**src/rtl/duty_pwm_pkg.sv**
```systemverilog
package duty_pwm_pkg;
  localparam int CNT_W  = 8;
  localparam int PSC_W  = 2;
  localparam int DATA_W = 8;
  localparam int ADDR_W = 1;

  // number of clocks in one period for prescaler psc: 2^(CNT_W-1-psc)
  function automatic logic [CNT_W-1:0] span_of(input logic [PSC_W-1:0] psc);
    return CNT_W'(1) << (CNT_W - 1 - int'(psc));
  endfunction

  // position of the counter inside the current period
  function automatic logic [CNT_W-1:0] phase_of(input logic [CNT_W-1:0] cnt,
                                                input logic [PSC_W-1:0] psc);
    return cnt & (span_of(psc) - CNT_W'(1));
  endfunction

  // duty after the limit that applies to the longest period
  function automatic logic [DATA_W-1:0] eff_duty_of(input logic [DATA_W-1:0] duty,
                                                    input logic [PSC_W-1:0] psc);
    logic [DATA_W-1:0] top_step;
    top_step = DATA_W'(span_of(psc)) - DATA_W'(1);
    if (psc == '0 && duty > top_step) return top_step;
    return duty;
  endfunction
endpackage

```
**src/rtl/duty_pwm_regs.sv**
```systemverilog
module duty_pwm_regs
  import duty_pwm_pkg::*;
#(
  parameter int AW = ADDR_W,
  parameter int DW = DATA_W,
  parameter int PW = PSC_W
) (
  input  logic          clk,
  input  logic          rst_n,
  input  logic          wr_en,
  input  logic          rd_en,
  input  logic [AW-1:0] addr,
  input  logic [DW-1:0] wdata,
  output logic [DW-1:0] rdata,
  output logic          en_o,
  output logic [PW-1:0] psc_o,
  output logic [DW-1:0] duty_o
);
  localparam int CTRL_W = PW + 1;
  localparam logic [AW-1:0] CTRL_ADDR = AW'(0);
  localparam logic [AW-1:0] DUTY_ADDR = AW'(1);

  logic [CTRL_W-1:0] ctrl_q;
  logic [DW-1:0]     duty_q;
  logic              ctrl_wr;
  logic              duty_wr;

  assign ctrl_wr = wr_en && (addr == CTRL_ADDR);
  assign duty_wr = wr_en && (addr == DUTY_ADDR);

  always_ff @(posedge clk) begin
    if (!rst_n) begin
      ctrl_q <= '0;
      duty_q <= '0;
    end else begin
      if (ctrl_wr) ctrl_q <= wdata[CTRL_W-1:0];
      if (duty_wr) duty_q <= wdata;
    end
  end

  always_ff @(posedge clk) begin
    if (!rst_n) begin
      rdata <= '0;
    end else if (rd_en) begin
      if (addr == CTRL_ADDR)      rdata <= DW'(ctrl_q);
      else if (addr == DUTY_ADDR) rdata <= duty_q;
      else                        rdata <= '0;
    end
  end

  assign en_o   = ctrl_q[0];
  assign psc_o  = ctrl_q[CTRL_W-1:1];
  assign duty_o = duty_q;

  assert_ctrl_capture_R2: assert property (@(posedge clk) disable iff (!rst_n)
    ctrl_wr |=> ctrl_q == $past(wdata[CTRL_W-1:0]));
  assert_duty_capture_R2: assert property (@(posedge clk) disable iff (!rst_n)
    duty_wr |=> duty_q == $past(wdata));
endmodule

```
**src/rtl/duty_pwm_cnt.sv**
```systemverilog
module duty_pwm_cnt
  import duty_pwm_pkg::*;
#(
  parameter int CW = CNT_W
) (
  input  logic          clk,
  input  logic          rst_n,
  input  logic          en_i,
  output logic [CW-1:0] cnt_o
);
  logic [CW-1:0] cnt_q;

  always_ff @(posedge clk) begin
    if (!rst_n)     cnt_q <= '0;
    else if (!en_i) cnt_q <= '0;
    else            cnt_q <= cnt_q + CW'(1);
  end

  assign cnt_o = cnt_q;

  assert_hold_zero_R3: assert property (@(posedge clk) disable iff (!rst_n)
    !en_i |=> cnt_o == '0);
  assert_step_one_R9: assert property (@(posedge clk) disable iff (!rst_n)
    en_i |=> cnt_o == CW'($past(cnt_o) + CW'(1)));
endmodule

```
**src/rtl/duty_pwm_cmp.sv**
```systemverilog
module duty_pwm_cmp
  import duty_pwm_pkg::*;
#(
  parameter int CW = CNT_W,
  parameter int PW = PSC_W,
  parameter int DW = DATA_W
) (
  input  logic          en_i,
  input  logic [PW-1:0] psc_i,
  input  logic [DW-1:0] duty_i,
  input  logic [CW-1:0] cnt_i,
  output logic [CW-1:0] phase_o,
  output logic          wrap_o,
  output logic          pwm_o
);
  logic [CW-1:0] span;
  logic [DW-1:0] eff_duty;

  always_comb begin
    span     = span_of(psc_i);
    phase_o  = phase_of(cnt_i, psc_i);
    eff_duty = eff_duty_of(duty_i, psc_i);
    wrap_o   = en_i && (phase_o == span - CW'(1));
    pwm_o    = en_i && (DW'(phase_o) < eff_duty);
  end
endmodule

```
**src/rtl/duty_pwm_top.sv**
```systemverilog
module duty_pwm_top
  import duty_pwm_pkg::*;
(
  input  logic              clk,
  input  logic              rst_n,
  input  logic              wr_en,
  input  logic              rd_en,
  input  logic [ADDR_W-1:0] addr,
  input  logic [DATA_W-1:0] wdata,
  output logic [DATA_W-1:0] rdata,
  output logic              pwm_o
);
  logic              en_w;
  logic [PSC_W-1:0]  psc_w;
  logic [DATA_W-1:0] duty_w;
  logic [CNT_W-1:0]  cnt_w;
  logic [CNT_W-1:0]  phase_w;
  logic              wrap_w;

  duty_pwm_regs #(.AW(ADDR_W), .DW(DATA_W), .PW(PSC_W)) u_regs (
    .clk(clk), .rst_n(rst_n), .wr_en(wr_en), .rd_en(rd_en), .addr(addr),
    .wdata(wdata), .rdata(rdata), .en_o(en_w), .psc_o(psc_w), .duty_o(duty_w)
  );

  duty_pwm_cnt #(.CW(CNT_W)) u_cnt (
    .clk(clk), .rst_n(rst_n), .en_i(en_w), .cnt_o(cnt_w)
  );

  duty_pwm_cmp #(.CW(CNT_W), .PW(PSC_W), .DW(DATA_W)) u_cmp (
    .en_i(en_w), .psc_i(psc_w), .duty_i(duty_w), .cnt_i(cnt_w),
    .phase_o(phase_w), .wrap_o(wrap_w), .pwm_o(pwm_o)
  );

  assert_low_when_off_R3: assert property (@(posedge clk) disable iff (!rst_n)
    !en_w |-> !pwm_o);
  assert_phase_restart_R4: assert property (@(posedge clk) disable iff (!rst_n)
    wrap_w |=> phase_w == '0);
  assert_full_duty_R5: assert property (@(posedge clk) disable iff (!rst_n)
    (en_w && psc_w != '0 && duty_w >= DATA_W'(span_of(psc_w))) |-> pwm_o);
  assert_no_full_at_p0_R6: assert property (@(posedge clk) disable iff (!rst_n)
    (wrap_w && psc_w == '0) |-> !pwm_o);
  assert_psc_keeps_count_R8: assert property (@(posedge clk) disable iff (!rst_n)
    (en_w && $past(en_w) && psc_w != $past(psc_w)) |-> cnt_w == CNT_W'($past(cnt_w) + CNT_W'(1)));
endmodule

```
**config.mk**
```make
export PLATFORM = sky130hd
export DESIGN_NAME = duty_pwm_top
export DESIGN_NICKNAME = d
export VERILOG_FILES = /design/src/rtl/duty_pwm_pkg.sv /design/src/rtl/duty_pwm_regs.sv /design/src/rtl/duty_pwm_cnt.sv /design/src/rtl/duty_pwm_cmp.sv /design/src/rtl/duty_pwm_top.sv
export SDC_FILE = /design/constraint.sdc
export NUM_CORES = 1
export LEC_CHECK = 0
export BUFFER_PORTS_ARGS = -buffer_cell sky130_fd_sc_hd__buf_2
export CORE_ASPECT_RATIO = 0.6
export CORE_MARGIN = 3
export CORE_UTILIZATION = 41
export CTS_CLUSTER_SIZE = 8
export DETAILED_ROUTE_END_ITERATION = 8
export GPL_ROUTABILITY_DRIVEN = 0
export PLACE_DENSITY = 0.6
export SYNTH_ARGS = -nofsm -noshare
export SYNTH_HDL_FRONTEND = slang
export SYNTH_SLANG_ARGS = --single-unit
```
**constraint.sdc**
```tcl
create_clock -name clk -period 3.2 [get_ports clk]
set_input_delay 0.16 -clock clk [delete_from_list [all_inputs] [get_ports clk]]
set_output_delay 0.16 -clock clk [all_outputs]
set_load 0.1 [all_outputs]
```
# Yosys cells after proc, flatten, opt, wreduce, memory -nomap -nowiden
# Cells that the tools add are included.
[word_totals] reg_bits=27 latch_bits=0 ram_bits=0 romBits=0 input_bits=13 output_inout_bits=9 wordCells=22 memories=0
[classes] addsub=3 n_mul=0 div=0 n_lt_le_gt_ge=2 eq_ne=0 shift=1 n_mux=4 bitwise=2 reduce_logical=6
[ops] operator="$shl A1 B32 Y8 const A" count=1
[ops] operator="$mux W8" count=3
[ops] operator="$add A8 B1 Y8 const B" count=1
[ops] operator="$and A8 B8 Y8" count=1
[ops] operator="$gt A8 B8 Y1" count=1
[ops] operator="$lt A8 B8 Y1" count=1
[ops] operator="$sub A8 B1 Y8 const B" count=1
[ops] operator="$logic_and A1 B1 Y1" count=4
[ops] operator="$sub A3 B2 Y4 const A" count=1
[ops] operator="$logic_not A2 Y1" count=1
[ops] operator="$reduce_and A2 Y1" count=1
[ops] operator="$mux W1" count=1
[ops] operator="$not A1 Y1" count=1

# Longest topological paths before layout
[logic_depth] depth_word=9 ltp_mapped=11 mapped_depth_nobuf=11

# Hierarchy
# From an unflattened synthesis, not the netlist that was laid out.
[hier_totals] cells_unflattened=164 area_unflattened_um2=1462.7
[modules_own_cells] module="duty_pwm_regs" instances=1 cells_each=80 area_per_inst_um2=779.5 seq_area_each_um2=380.4
[modules_own_cells] module="duty_pwm_cmp" instances=1 cells_each=51 area_per_inst_um2=376.6 seq_area_each_um2=0.0
[modules_own_cells] module="duty_pwm_cnt" instances=1 cells_each=33 area_per_inst_um2=306.5 seq_area_each_um2=160.2

# Worst setup path after synthesis
# OpenSTA, ideal clock, no wires.
[synth_path] path_type="register to output" from="reg u_regs.ctrl_q[2]" to="out pwm_o" arrival_time_ps=3498 required_ps=3040 path_slack_ps=-458 stages_incl_launch_ff=12 path_buffers=0 path_cell_list="dfxtp_1 or2_4 ha_1 a211oi_2 nor3_4 o21a_1 nor2_1 ha_1 a21o_1 nand2_1 nand4b_1 a21oi_1"
[synth_via] elab_chain_cells=9 elab_cells_between_ends=12 classes_between="add/sub (2); order compare (2); shift (1); mux (3); bitwise (1); reduce/logical (3)"
[synth_lines] element="start: declaration" line_no="duty_pwm_regs.sv:23" rtl="logic [CTRL_W-1:0] ctrl_q;"
[synth_lines] element="start signal: assignment" line_no="duty_pwm_regs.sv:36" rtl="if (ctrl_wr) ctrl_q <= wdata[CTRL_W-1:0];"
[synth_lines] element="$sub A3 B2 Y4" line_no="duty_pwm_pkg.sv:9" rtl="return CNT_W'(1) << (CNT_W - 1 - int'(psc));"
[synth_lines] element="$shl A1 B32 Y8" line_no="duty_pwm_pkg.sv:9"
[synth_lines] element="$sub A8 B1 Y8" line_no="duty_pwm_pkg.sv:15, duty_pwm_pkg.sv:22"
[synth_lines] element="$gt A8 B8 Y1" line_no="duty_pwm_pkg.sv:23" rtl="if (psc == '0 && duty > top_step) return top_step;"
[synth_lines] element="$logic_and A1 B1 Y1" line_no="duty_pwm_pkg.sv:23"
[synth_lines] element="$mux W1" line_no="duty_pwm_pkg.sv:23"
[synth_lines] element="$mux W8" line_no="duty_pwm_pkg.sv:24" rtl="return duty;"
[synth_lines] element="$lt A8 B8 Y1 (*)" line_no="duty_pwm_cmp.sv:24" rtl="pwm_o = en_i && (DW'(phase_o) < eff_duty);"
[synth_lines] element="$logic_and A1 B1 Y1 (*)" line_no="duty_pwm_cmp.sv:24"
[synth_lines] element="end: declaration" line_no="duty_pwm_top.sv:11" rtl="output logic pwm_o"
# Mark *: on every way between the ends. The rest lies on a longest branch, timed or not. The select of a mux whose other input is x is not followed.

# Worst setup path in the final report
# Same ends and word-level chain as after synthesis.

==> results.tsv <==
metric	value	unit
status	finished clean	
share of layout cells above drive strength 1	18.7	%
Post-synth EDFFs	0	
Die Y	50.3	µm
mux share of post-synthesis cell area	4.47	%
Syn Nets	175	
Worst R2R End	u_cnt.cnt_o[6]$_SDFF_PN0_	
area share of fa/ha/maj cells after synthesis	10.3	%
number of antenna violations at the first check in global routing	0	
CP max stage cell	dfxtp_1	
Most used DFF post-synth	dfxtp_1	
Period Utilization, post-route	94.6	%
Worst path max stage delay	0.36	ns
highest clock rate	0.330	GHz
Via density	5.30	
Die Width	79.9	µm
die area	0.00402	mm²
crit-path cells	or2_4 > ha_1 > a211oi_2 > nor3_4 > buf_4 > nor2_1 > ha_1 > a211oi_1 > o311ai_1 > a21oi_2 > buf_8	
minimum clock period	3.03	ns
ANT nets after route	0	
Row Count	15	
CTS Buf Count	3	
Sink Count	26	
Crit Path Max Fanout	6	
most used cell along the critical path	ha_1	
#FFs+latches synth	26	
Setup Viol. Count Final	0	
Synth cell types	30	
FILL cells	277	
core area	0.00300	mm²
Clock Tree Buf Depth	2	
Critical path origin	u_regs.ctrl_q[2]$_SDFFE_PN0P_	
CP Launch Type	register	
RR Startpoint	u_cnt.cnt_o[1]$_SDFF_PN0_	
Root Driver	clkbuf_8	
Post-Syn Area	0.00134	mm²
CP Capture Type	output port	
grt ovf	0	
Hold Vio Cnt, Final	0	
max-slew violation count	0	
post-layout power	0.716	mW
post-route DRC violation count	0	
commonest non-fill, non-tap cell in the layout	dfxtp_1	
worst-skew pair later-pin latency	0.27	ns
cell count of the worst reg-to-reg path	4	
largest family of logic cells by synthesized area	simple AND/OR/NAND/NOR gates	
clock tree from TritonCTS	done	
Layout area overhead	17.1	%
first-pass GRT wire length	4.95	mm
Routed WL	2.94	mm
Initial Utilization	44.7	%
I/O pin count	22	
Seq/Total Area, Yosys	38.8	%
Max H-tree Level	1	
Compound-Gate Fraction of Synth Area	14.4	%
FFs w/ async S/R, synth	0	%
CP arrival	2.87	ns
IO buf count	21	
post-synthesis simple-gate area fraction	25.3	%
worst path buffer plus inverter count	2	
vias in the first global route	1026	
nets@finish	196	
DP HPWL	2.24	mm
drt pass-1 iters	4	
max_cap viols	0	
pin count of the biggest net entering global routing	22	
Required @ worst endpoint	3.04	ns
gr usage total	16.1	%
hold slack final	0.145	ns
Critical Path End	pwm_o	
fin util	52.3	%
Peak supply drop	0.213	mV
Final Skew	0.00666	ns
min-delay worst type	input port to register	
CP Class	register to output port	
Crit path max-delay family	compound AO/OA/AOI/OAI gates	
DRT iter0 DRCs	71	
Synth Area in XOR/XNOR	3.26	%
P_leak	0.686	nW
ant diodes	0	
Syn Area/Cell	8.89	µm²
CTS Hold Bufs	0	
FF-to-FF setup slack	2.13	ns
Wirelength per Cell	13.8	µm
Setup TNS Final	0	ns
total stage count of the critical path	11	
hold depth	3	
Via Count	1129	
YS warnings	0	
Syn Inst Count	151	
Worst-path clk slew	0.09	ns
power per cell area	456	mW/mm²
commonest cells after routing, fill and taps aside	26 x dfxtp_1, 20 x buf_2, 16 x nand3_1, 15 x nand2_1	
-- routing by layer --
layer,global-route usage (%),vias to the layer above,routed length [µm]
li1,-,563,-
met1,23.6,525,1430
met4,5.06,0,26
met3,4.66,5,237
met2,22.4,36,1250
met5,0,-,0
-- cell type report --
type                       instances  area [µm²]  area share (%)
inverter                           3        11.3           0.717
timing repair buffer              23         130            8.28
tap                               42        52.6            3.34
multi-input combinational        115         786            50.0
clock inverter                     1        30.0            1.91
sequential                        26         520            33.1
clock buffer                       3        41.3            2.63
-- cells in the mapped netlist, drive strengths merged, types with 3 or more instances --
cell type | n | area share (%)
dfxtp | 26 | 39
nand3 | 16 | 6.0
nand2 | 15 | 4.2
a21boi | 14 | 7.8
nor2 | 14 | 3.9
ha | 11 | 10
mux2i | 6 | 4.5
nand2b | 6 | 2.8
clkbuf | 5 | 1.4
nand4 | 4 | 1.9
and3 | 3 | 1.4
inv | 3 | 0.84
nor2b | 3 | 1.4
o211a | 3 | 2.2
xnor2 | 3 | 2.0
-- sequential cells by signal, summed over array words and instances (netlist names) --
signal / flops
u_cnt.cnt_o: 7
u_regs.ctrl_q: 3
u_regs.duty_o: 8
u_regs.rdata: 8
-- worst reg2reg max path, stage by stage (launching register included) --
cell and delay, ns:
dfxtp_1 0.41, ha_1 0.24, nand3_1 0.10, xnor2_1 0.15
nor2_1 0.05
-- timing repair --
action / CTS / global route
endpoints found under the setup margin: 1 / 1
gates resized for setup: 1 / 2
pin swaps: 0 / 2
buffers inserted: 0 / 2
-- logic make-up (layout without fill, tap and decap cells) --
group           Yosys count  in the layout
simple gates             66             66
compound gates           25             25
flops                    26             26
buf+inv                  10             30
xor+xnor                  5              5
mux                       6              6
other cells               2              2
fa+ha+maj                11             11
-- through the flow --
step           instance area, µm²  cells  setup WS, ns
2_1_floorplan                1350    151         0.155
3_3_place_gp                 1480    207         0.356
3_5_place_dp                 1480    207         0.317
4_1_cts                      1550    211         0.126
5_1_grt                      1570    213       -0.0130
6_report                     1570    213         0.173
-- worst min-delay path by stage --
stage          startpoint                       endpoint
2_1_floorplan    wdata[4]  u_regs.duty_o[4]$_SDFFE_PN0P_
3_3_place_gp     wdata[5]  u_regs.duty_o[5]$_SDFFE_PN0P_
3_5_place_dp     wdata[5]  u_regs.duty_o[5]$_SDFFE_PN0P_
4_1_cts          wdata[5]  u_regs.duty_o[5]$_SDFFE_PN0P_
5_1_grt          wdata[6]  u_regs.duty_o[6]$_SDFFE_PN0P_
6_report         wdata[3]  u_regs.duty_o[3]$_SDFFE_PN0P_
-- power by group --
group / switching [mW] / internal (mW) / leakage (nW) / total, mW
combinational: 0.0648 / 0.0344 / 0.439 / 0.0992
clock: 0.106 / 0.167 / 0.0357 / 0.273
sequential: 0.0105 / 0.333 / 0.211 / 0.344
total: 0.181 / 0.535 / 0.686 / 0.716
(Power assumes the default switching activity.)
